==> src/rtl/part_add_pkg.sv <==
package part_add_pkg;

  // Strobes passed from control to datapath each cycle
  typedef struct packed {
    logic capture;     // register a new result at this edge
    logic packedMode;  // honour the cut vector
  } addStrobe_t;

endpackage

==> src/rtl/part_add_chain.sv <==
// Bit-serial carry chain whose carry-in can be cut at any bit
module part_add_chain #(
  parameter int DATA_W = 32
) (
  input  logic [DATA_W-1:0] opA,
  input  logic [DATA_W-1:0] opB,
  input  logic [DATA_W-1:0] cutVec,
  output logic [DATA_W-1:0] sumOut
);

  logic [DATA_W-1:0] carryRaw;
  logic [DATA_W-1:0] carryEff;
  logic [DATA_W-1:0] propBit;
  logic [DATA_W-1:0] genBit;

  assign carryRaw[0] = 1'b0;
  assign propBit     = opA ^ opB;
  assign genBit      = opA & opB;

  for (genvar i = 0; i < DATA_W; i++) begin : g_bit
    // a cut bit makes this position the LSB of a new element
    assign carryEff[i] = carryRaw[i] & ~cutVec[i];
    assign sumOut[i]   = propBit[i] ^ carryEff[i];
    if (i < DATA_W - 1) begin : g_carry
      assign carryRaw[i+1] = genBit[i] | (propBit[i] & carryEff[i]);
    end
  end

endmodule

==> src/rtl/part_add_ctrl.sv <==
// Control: partition mask register and per-cycle strobes
module part_add_ctrl
  import part_add_pkg::*;
#(
  parameter int DATA_W = 32
) (
  input  logic              clk,
  input  logic              rstN,
  input  logic              maskWrEn,
  input  logic [DATA_W-1:0] maskWrData,
  input  logic              inValid,
  input  logic              opPacked,
  output logic [DATA_W-1:0] maskQ,
  output logic [DATA_W-1:0] cutVec,
  output addStrobe_t        strobe
);

  always_ff @(posedge clk or negedge rstN) begin
    if (!rstN) begin
      maskQ <= '0;
    end else if (maskWrEn) begin
      maskQ <= maskWrData;
    end
  end

  always_comb begin
    strobe.capture    = inValid;
    strobe.packedMode = opPacked;
    // the old mask applies to an op presented with a write
    cutVec = opPacked ? maskQ : '0;
  end

endmodule

==> src/rtl/part_add_dp.sv <==
// Datapath: segmented adder plus one output register stage
module part_add_dp
  import part_add_pkg::*;
#(
  parameter int DATA_W = 32
) (
  input  logic              clk,
  input  logic              rstN,
  input  addStrobe_t        strobe,
  input  logic [DATA_W-1:0] opA,
  input  logic [DATA_W-1:0] opB,
  input  logic [DATA_W-1:0] cutVec,
  output logic              outValid,
  output logic [DATA_W-1:0] outSum
);

  logic [DATA_W-1:0] sumComb;
  logic [DATA_W-1:0] cutGated;

  assign cutGated = strobe.packedMode ? cutVec : '0;

  part_add_chain #(.DATA_W(DATA_W)) chainInst (
    .opA   (opA),
    .opB   (opB),
    .cutVec(cutGated),
    .sumOut(sumComb)
  );

  always_ff @(posedge clk or negedge rstN) begin
    if (!rstN) begin
      outValid <= 1'b0;
      outSum   <= '0;
    end else begin
      outValid <= strobe.capture;
      if (strobe.capture) begin
        outSum <= sumComb;
      end
    end
  end

endmodule

==> src/rtl/part_add_top.sv <==
module part_add_top
  import part_add_pkg::*;
#(
  parameter int DATA_W = 32
) (
  input  logic              clk,
  input  logic              rstN,
  input  logic              maskWrEn,
  input  logic [DATA_W-1:0] maskWrData,
  output logic [DATA_W-1:0] maskRdData,
  input  logic              inValid,
  input  logic              opPacked,
  input  logic [DATA_W-1:0] opA,
  input  logic [DATA_W-1:0] opB,
  output logic              outValid,
  output logic [DATA_W-1:0] outSum
);

  addStrobe_t        strobe;
  logic [DATA_W-1:0] cutVec;

  part_add_ctrl #(.DATA_W(DATA_W)) ctrlInst (
    .clk       (clk),
    .rstN      (rstN),
    .maskWrEn  (maskWrEn),
    .maskWrData(maskWrData),
    .inValid   (inValid),
    .opPacked  (opPacked),
    .maskQ     (maskRdData),
    .cutVec    (cutVec),
    .strobe    (strobe)
  );

  part_add_dp #(.DATA_W(DATA_W)) dpInst (
    .clk     (clk),
    .rstN    (rstN),
    .strobe  (strobe),
    .opA     (opA),
    .opB     (opB),
    .cutVec  (cutVec),
    .outValid(outValid),
    .outSum  (outSum)
  );

endmodule

==> config.mk <==
export PLATFORM = sky130hd
export DESIGN_NAME = part_add_top
export DESIGN_NICKNAME = d
export VERILOG_FILES = /design/src/rtl/part_add_pkg.sv /design/src/rtl/part_add_chain.sv /design/src/rtl/part_add_ctrl.sv /design/src/rtl/part_add_dp.sv /design/src/rtl/part_add_top.sv
export SDC_FILE = /design/constraint.sdc
export NUM_CORES = 1
export LEC_CHECK = 0
export BUFFER_PORTS_ARGS = -buffer_cell sky130_fd_sc_hd__clkbuf_2
export CAP_MARGIN = 10
export CORE_ASPECT_RATIO = 1.25
export CORE_MARGIN = 4
export CORE_UTILIZATION = 52
export CTS_CLUSTER_DIAMETER = 60
export DETAILED_ROUTE_END_ITERATION = 8
export GPL_TIMING_DRIVEN = 0
export PLACE_DENSITY = 0.83
export RECOVER_POWER = 100
export SETUP_SLACK_MARGIN = 0.2
export SYNTH_ARGS = -nofsm -noshare
export SYNTH_HDL_FRONTEND = slang
export SYNTH_HIERARCHICAL = 1
export SYNTH_SLANG_ARGS = --single-unit
==> constraint.sdc <==
create_clock -name clk -period 28.7 [get_ports clk]
set_input_delay 1.435 -clock clk [delete_from_list [all_inputs] [get_ports clk]]
set_output_delay 1.435 -clock clk [all_outputs]
set_load 0.01 [all_outputs]
Word level (Yosys, flattened, before mapping):

Cells that the tools add are included.

* bits in read-only memories: 0
* bits in writable memories: 0
* flip-flop bits (word level): 65
* output and inout port bits: 65
* memories: 0
* bits in latches: 0

* shifts and indexed selects: 0
* bitwise operators: 155
* order comparisons: 0
* multiply operators: 0
* multiplexer cells: 1
* equal/unequal tests: 0
* reduce and logical (&&, ||, !) cells: 0
* div/mod/pow operators: 0
* add/subtract/negate cells: 0

Operator list (count)
* bitwise AND 1 bit: 61
* two-way mux 32 bit: 1
* XOR 32 bit: 1
* bitwise AND 31 bit: 1
* NOT 1 bit: 31
* XOR 1 bit: 31
* bitwise OR 1 bit: 30

Depth between registers and ports, before layout:

Gate-level depths: netlist (run 1).

* word-level depth: 94
* gate-level depth with buffers: 66
* depth with buffers taken out: 65

Hierarchy:

Netlist (run 1), hierarchy kept.

By module, submodules not included
* part_add_dp: cells an instance 104, seq. area each 825.8 sq um, area an instance 1581.5 sq um, times used 1
* part_add_ctrl: cells an instance 105, seq. area each 800.8 sq um, area an instance 1571.5 sq um, times used 1
* part_add_chain: cells an instance 67, seq. area each 0.0 sq um, area an instance 833.3 sq um, times used 1

Least setup slack after synthesis (run 1):

Ideal clock, no wire load.

* kind: in2reg
* from: input opPacked
* to: register dpInst.outSum[31]
* stages: 66
* arrival time: 16.184 ns
* setup slack: 12.392 ns
* data required time: 28.575 ns
* path through: buf_4 clkbuf_1 and2_1 nor2b_1 fa_1 nor2b_1 fa_1 nor2b_1 fa_1 nor2b_1 fa_1 nor2b_1 fa_1 nor2b_1 fa_1 nor2b_1 fa_1 nor2b_1 (+30 left out) fa_1 nor2b_1 fa_1 nor2b_1 fa_1 nor2b_1 fa_1 nor2b_1 fa_1 nor2b_1 fa_1 nor2b_1 fa_1 nand2b_1 fa_1 nor2_1 xnor2_1 mux2_2

* word-level cells in the longest chain between the ends: 94
* elaborated cells on any way between the ends: 124
* classes of those cells: 1 x mux; 123 x bitwise

Ends and longest elaborated chain
* start: declaration: line part_add_top.sv:12 `input logic opPacked,`
* two-way mux 32 bit: line part_add_dp.sv:20 `assign cutGated = strobe.packedMode ? cutVec : '0;`
* via dpInst.cutGated[1]: line part_add_dp.sv:18 `logic [DATA_W-1:0] cutGated;`
* NOT 1 bit: line part_add_chain.sv:22 `assign carryEff[i] = carryRaw[i] & ~cutVec[i];`
* bitwise AND 1 bit: line part_add_chain.sv:22
* bitwise AND 1 bit: line part_add_chain.sv:25 `assign carryRaw[i+1] = genBit[i] | (propBit[i] & carryEff[i]);`
* bitwise OR 1 bit: line part_add_chain.sv:25
* bitwise AND 1 bit: line part_add_chain.sv:22
* bitwise AND 1 bit: line part_add_chain.sv:25
* (+80 left out)
* bitwise AND 1 bit: line part_add_chain.sv:25
* bitwise OR 1 bit: line part_add_chain.sv:25
* bitwise AND 1 bit: line part_add_chain.sv:22
* bitwise AND 1 bit: line part_add_chain.sv:25
* bitwise OR 1 bit: line part_add_chain.sv:25
* bitwise AND 1 bit: line part_add_chain.sv:22
* XOR 1 bit: line part_add_chain.sv:23 `assign sumOut[i] = propBit[i] ^ carryEff[i];`
* via dpInst.sumComb[31]: line part_add_dp.sv:17 `logic [DATA_W-1:0] sumComb;`
* end signal: assignment: line part_add_dp.sv:36 `outSum <= sumComb;`
* end: declaration: line part_add_dp.sv:14 `output logic [DATA_W-1:0] outSum`

The timed path passes the listed nets, and every way through them passes these cells.
A chain may end at the register's enable or synchronous reset.

Final worst setup path (run 1):

Same ends and word-level chain as after synthesis.

==> flow_metrics.env, run 1 <==
export IMPL_dieHeight_um=106
export IMPL_num_rows=35
export IMPL_slew_viol_final=66
export IMPL_cts_hold_buffers=0
export IMPL_drive_above_1_share_pct=27.5
export IMPL_startpoint_type="input pin"
export IMPL_tritoncts_num_buffers=9
export IMPL_synth_cells=274
export IMPL_vias_per_cell=4.84
export IMPL_grt_antenna_before_repair=0
export IMPL_worst_slack_ns=11.38
export IMPL_drc=0
export IMPL_gp_congestion=0.823
export IMPL_syn_num_nets=406
export IMPL_layoutNonFillerInstCount=543
export IMPL_critPathKind="input pin to flip-flop"
export IMPL_grt_total_usage_pct=20.5
export IMPL_synth_avg_cell_area_um2=14.5
export IMPL_max_cap_violations=1
export IMPL_initial_utilization_pct=53.7
export IMPL_max_clock_path_buffers=2
export IMPL_route_detailed_wl_per_inst_um=16.4
export IMPL_min_period_over_period_pct=60.3
export IMPL_core_area_um2=7400
export IMPL_period_minus_slack_ns=17.32
export IMPL_end_kind="flip-flop"
export IMPL_clkSlewWorstSetupHoldPaths_ns=0.07
export IMPL_grt_pass1_vias=2999
export IMPL_dieWidth_um=86.2
export IMPL_powerDensity_nw_per_um2=53.9
export IMPL_grt_ovfl_total=0
export IMPL_slew_headroom_pct=-129
export IMPL_port_buffers=163
export IMPL_dpl_instance_area_um2=4910
export IMPL_rsz0062_at_grt="no"
export IMPL_grt_max_degree=66
export IMPL_fp_dieArea_um2=9110
export IMPL_vdd_drop_max_mv=0.0235
export IMPL_critPathMaxStageDelay_ns=0.38
export IMPL_ios=166
export IMPL_setup_viol=0
export IMPL_hold_violations=0
export IMPL_first_pass_iters=4
export IMPL_h_tree_depth=3
export IMPL_finalInstanceArea_um2=4720
export IMPL_post_cts_resize_count=0
export IMPL_vias=2627
export IMPL_totalWireLength_um=8890
export IMPL_syn_cell_area_um2=3970
export IMPL_r2r_cells=65
export IMPL_clk_latency_ns=0.33
export IMPL_fin_nets=580
export IMPL_status="finished, violations left"
export IMPL_failed_checks="capacitance limit, slew limit"
export IMPL_skew_ns=0.00952
export IMPL_cts_tree="built"
export IMPL_fin_setup_tns_ns=0
export IMPL_crit_path_max_fanout=9
export IMPL_dp_slack_ns=11.18
export IMPL_cts_sinks=65
export IMPL_yosysWarningCount=6
export IMPL_diodes=0
export IMPL_cts_setup_buffers=0
export IMPL_power_leakage_nw=2.17
export IMPL_syn_to_final_growth_pct=18.8
export IMPL_ant_nets=0
export IMPL_crit_end="dpInst/outSum[31]"
export IMPL_tightest_slew_ns=3.43
export IMPL_regToRegEndpoint="dpInst/outSum[31]"
export IMPL_startpoint="opPacked"
export IMPL_critPathSlowestCell="fa_1"
export IMPL_grt_pass1_wl_um=14500
export IMPL_dp_hpwl_um=7350
export IMPL_final_cell_mix="clkbuf_2, clkbuf_1, dfrtp_1, and2_1, mux2_1"
export IMPL_dp_cells=529
export IMPL_cts_root_buf="clkbuf_8"
export IMPL_max_freq_mhz=57.7
export IMPL_hold_path_class="flip-flop to flip-flop"
export IMPL_crit_top_cell="fa_1"
export IMPL_rrSetupSlack_ns=12.79
export IMPL_drt_iter0_drc=53
export IMPL_cp_required_ns=28.91
export IMPL_layout_commonest_cell="clkbuf_2"
export IMPL_critPathArrivalTime_ns=17.52
export IMPL_r2r_start="ctrlInst/maskQ[1]"
[flip-flops by register name (all words and copies together), names as in the netlist]
name             flops
dpInst/outValid      1
dpInst/outSum       32
ctrlInst/maskQ      32
[area by class of cell]
| cell class | instances | area, um2 |
|---|---|---|
| Fill cell | 659 | 2680 |
| Multi-Input combinational cell | 190 | 1960 |
| Sequential cell | 65 | 1630 |
| Timing Repair Buffer | 163 | 732 |
| Clock buffer | 11 | 151 |
| Tap cell | 92 | 115 |
| Buffer | 16 | 109 |
| Clock inverter | 3 | 17.5 |
| Inverter | 3 | 11.3 |
[how the worst min path moves through the flow]
stage	endpoint	cells after the start	startpoint
6_report	dpInst/outSum[6]	1	dpInst/outSum[6]
5_1_grt	dpInst/outSum[20]	1	dpInst/outSum[20]
4_1_cts	dpInst/outSum[2]	1	dpInst/outSum[2]
3_5_place_dp	dpInst/outSum[2]	1	dpInst/outSum[2]
3_3_place_gp	dpInst/outSum[2]	1	dpInst/outSum[2]
2_1_floorplan	dpInst/outSum[30]	1	dpInst/outSum[30]
[per-layer routing]
metal  track usage [%]  routed length [um]
met1              24.8                3400
met2              35.3                4700
met3              4.46                 592
met4              8.24                 194
met5                 0                   0
[metrics by stage]
step | power [mW] | util, % | hold slack, ns
3_5_place_dp | 0.208 | 66.3 | 0.492
3_3_place_gp | 0.203 | 66.3 | 0.490
2_1_floorplan | 0.169 | - | 0.551
6_report | 0.254 | 63.8 | 0.492
5_1_grt | 0.271 | 63.8 | 0.502
4_1_cts | 0.277 | 68.6 | 0.515
[critical path, delay by kind of cell]
kind,cells,cell delay [ns]
buf+inv,3,0.75
mux,1,0.26
xor+xnor,1,0.11
fa+ha+maj,30,10.33
simple gates,32,4.61
[where the power goes]
group,internal (mW),total [mW],switching (mW)
Clock,0.0348,0.0684,0.0335
Combinational,0.0324,0.0685,0.0361
Sequential,0.108,0.118,0.00974
(Power assumes the default switching activity.)
==> inputs of run 2 (changes only) <==
- ABC_AREA: unset -> 1
- CORE_UTILIZATION: 52 -> 49
- PLACE_DENSITY: 0.83 -> 0.78
- clock period: 28.7 -> 16.2 ns (I/O delays scaled with it)
==> flow_metrics.env, run 2 <==
export IMPL_status="finished, violations left"
export IMPL_failed_checks="capacitance limit, slew limit"
export IMPL_grt_max_degree=66
export IMPL_syn_cell_area_um2=4040
export IMPL_drt_iter0_drc=102
export IMPL_dieHeight_um=109
export IMPL_synth_avg_cell_area_um2=7.88
export IMPL_syn_num_nets=644
export IMPL_ios=166
export IMPL_regToRegEndpoint="dpInst/outSum[30]"
export IMPL_cts_tree="built"
export IMPL_grt_ovfl_total=0
export IMPL_end_kind="flip-flop"
export IMPL_clk_latency_ns=0.34
export IMPL_critPathKind="input pin to flip-flop"
export IMPL_grt_total_usage_pct=21.1
export IMPL_pwr_share_seq_pct=42.9
export IMPL_ant_nets=0
export IMPL_period_minus_slack_ns=15.17
export IMPL_routed_top_layer="met4"
export IMPL_wl_met1_um=3810
export IMPL_r2r_cells=95
export IMPL_power_frac_clock_pct=32.7
export IMPL_powerDensity_nw_per_um2=92.8
export IMPL_fp_dieArea_um2=9760
export IMPL_syn_to_final_growth_pct=24.4
export IMPL_hold_violations=0
export IMPL_dp_hpwl_um=7780
export IMPL_worst_slack_ns=1.03
export IMPL_drive_above_1_share_pct=21.3
export IMPL_top_regs="ctrlInst/maskQ (32), dpInst/outSum (32), dpInst/outValid (1)"
export IMPL_cp_required_ns=16.48
export IMPL_hold_path_class="flip-flop to flip-flop"
export IMPL_grt_antenna_before_repair=0
export IMPL_final_cell_mix="nand2_1, inv_1, clkbuf_2, clkbuf_1, dfrtp_1"
export IMPL_vias_per_cell=4.42
export IMPL_skew_ns=0.00906
export IMPL_post_cts_resize_count=0
export IMPL_max_clock_path_buffers=2
export IMPL_critPathArrivalTime_ns=15.45
export IMPL_tritoncts_num_buffers=9
export IMPL_rsz0062_at_grt="no"
export IMPL_first_pass_iters=4
export IMPL_route_met2_wl_um=4840
export IMPL_rrSetupSlack_ns=1.58
export IMPL_swShare_pct=32.0
export IMPL_totalWireLength_um=9610
export IMPL_power_leakage_nw=3.16
export IMPL_yosysWarningCount=6
export IMPL_vdd_drop_max_mv=0.0579
export IMPL_initial_utilization_pct=50.9
export IMPL_fin_setup_tns_ns=0
export IMPL_power_internal_uw=317
export IMPL_slew_headroom_pct=-132
export IMPL_cts_hold_buffers=0
export IMPL_slew_viol_final=66
export IMPL_min_period_over_period_pct=93.7
export IMPL_critPathMaxStageDelay_ns=0.41
export IMPL_clkSlewWorstSetupHoldPaths_ns=0.07
export IMPL_core_area_um2=7930
export IMPL_cts_sinks=65
export IMPL_grt_pass1_wl_um=16000
export IMPL_dp_slack_ns=0.744
export IMPL_num_rows=36
export IMPL_dieWidth_um=89.2
export IMPL_gp_congestion=0.808
export IMPL_p_comb_share_pct=24.4
export IMPL_route_detailed_wl_per_inst_um=12.2
export IMPL_diodes=0
export IMPL_fin_nets=818
export IMPL_grt_pass1_vias=3566
export IMPL_setup_viol=0
export IMPL_drc=0
export IMPL_r2r_start="ctrlInst/maskQ[1]"
export IMPL_max_freq_mhz=65.9
export IMPL_tightest_slew_ns=3.48
export IMPL_critPathSlowestCell="fa_1"
export IMPL_synth_cells=512
export IMPL_port_buffers=163
export IMPL_crit_end="dpInst/outSum[30]"
export IMPL_h_tree_depth=3
export IMPL_vias=3476
export IMPL_layout_commonest_cell="nand2_1"
export IMPL_p_sw_uw=149
export IMPL_cts_root_buf="clkbuf_8"
export IMPL_max_cap_violations=1
export IMPL_startpoint="opPacked"
export IMPL_cts_setup_buffers=0
export IMPL_met3_length_um=708
export IMPL_crit_path_max_fanout=9
export IMPL_startpoint_type="input pin"
[run 2: per-layer routing]
metal	vias to the layer above	track usage [%]
met5	-	0
met4	0	9.26
met3	19	4.87
met2	112	34.9
met1	1560	26.1
li1	1785	-
[run 2: power by group through the flow]
stage	Combinational, mW	Sequential, mW	Clock (mW)
2_1_floorplan	0.0572	0.212	0
3_3_place_gp	0.120	0.202	0
3_5_place_dp	0.124	0.203	0
4_1_cts	0.125	0.200	0.155
5_1_grt	0.133	0.203	0.161
6_report	0.114	0.200	0.152
[run 2: worst min path at each step]
stage | start | to | slack (ns) | depth (start not counted)
floorplan | dpInst/outSum[30] | dpInst/outSum[30] | 0.50 | 2
global placement | dpInst/outSum[10] | dpInst/outSum[10] | 0.45 | 2
detailed placement | dpInst/outSum[11] | dpInst/outSum[11] | 0.46 | 2
CTS | dpInst/outSum[11] | dpInst/outSum[11] | 0.48 | 2
global route | dpInst/outSum[5] | dpInst/outSum[5] | 0.50 | 2
finish | dpInst/outSum[11] | dpInst/outSum[11] | 0.47 | 2
[run 2: area by class of cell]
cell class,instances,area (um2)
clock inverters,7,95.1
multi-input cells,324,1770
well taps,95,119
repair buffers,163,732
fillers,754,2910
plain buffers,22,170
inverters,101,388
flip-flops and latches,65,1630
clock buffers,9,124
[run 2: worst max-delay path, delay by kind of cell]
| kind | cells | cell delay, ns |
|---|---|---|
| buf+inv | 33 | 2.44 |
| simple gates | 33 | 1.55 |
| fa+ha+maj | 30 | 10.65 |
[run 2: stage by stage]
| step | instance area, um2 | utilization [%] | total power [mW] | cells | hold WS (ns) |
|---|---|---|---|---|---|
| 6_report | 5020 | 63.3 | 0.466 | 786 | 0.474 |
| 4_1_cts | 5190 | 65.5 | 0.480 | 786 | 0.476 |
| 3_3_place_gp | 4970 | 62.7 | 0.323 | 770 | 0.454 |
| 2_1_floorplan | 4040 | - | 0.270 | 512 | 0.505 |
| 5_1_grt | 5020 | 63.3 | 0.498 | 786 | 0.505 |
| 3_5_place_dp | 4970 | 62.7 | 0.327 | 770 | 0.457 |
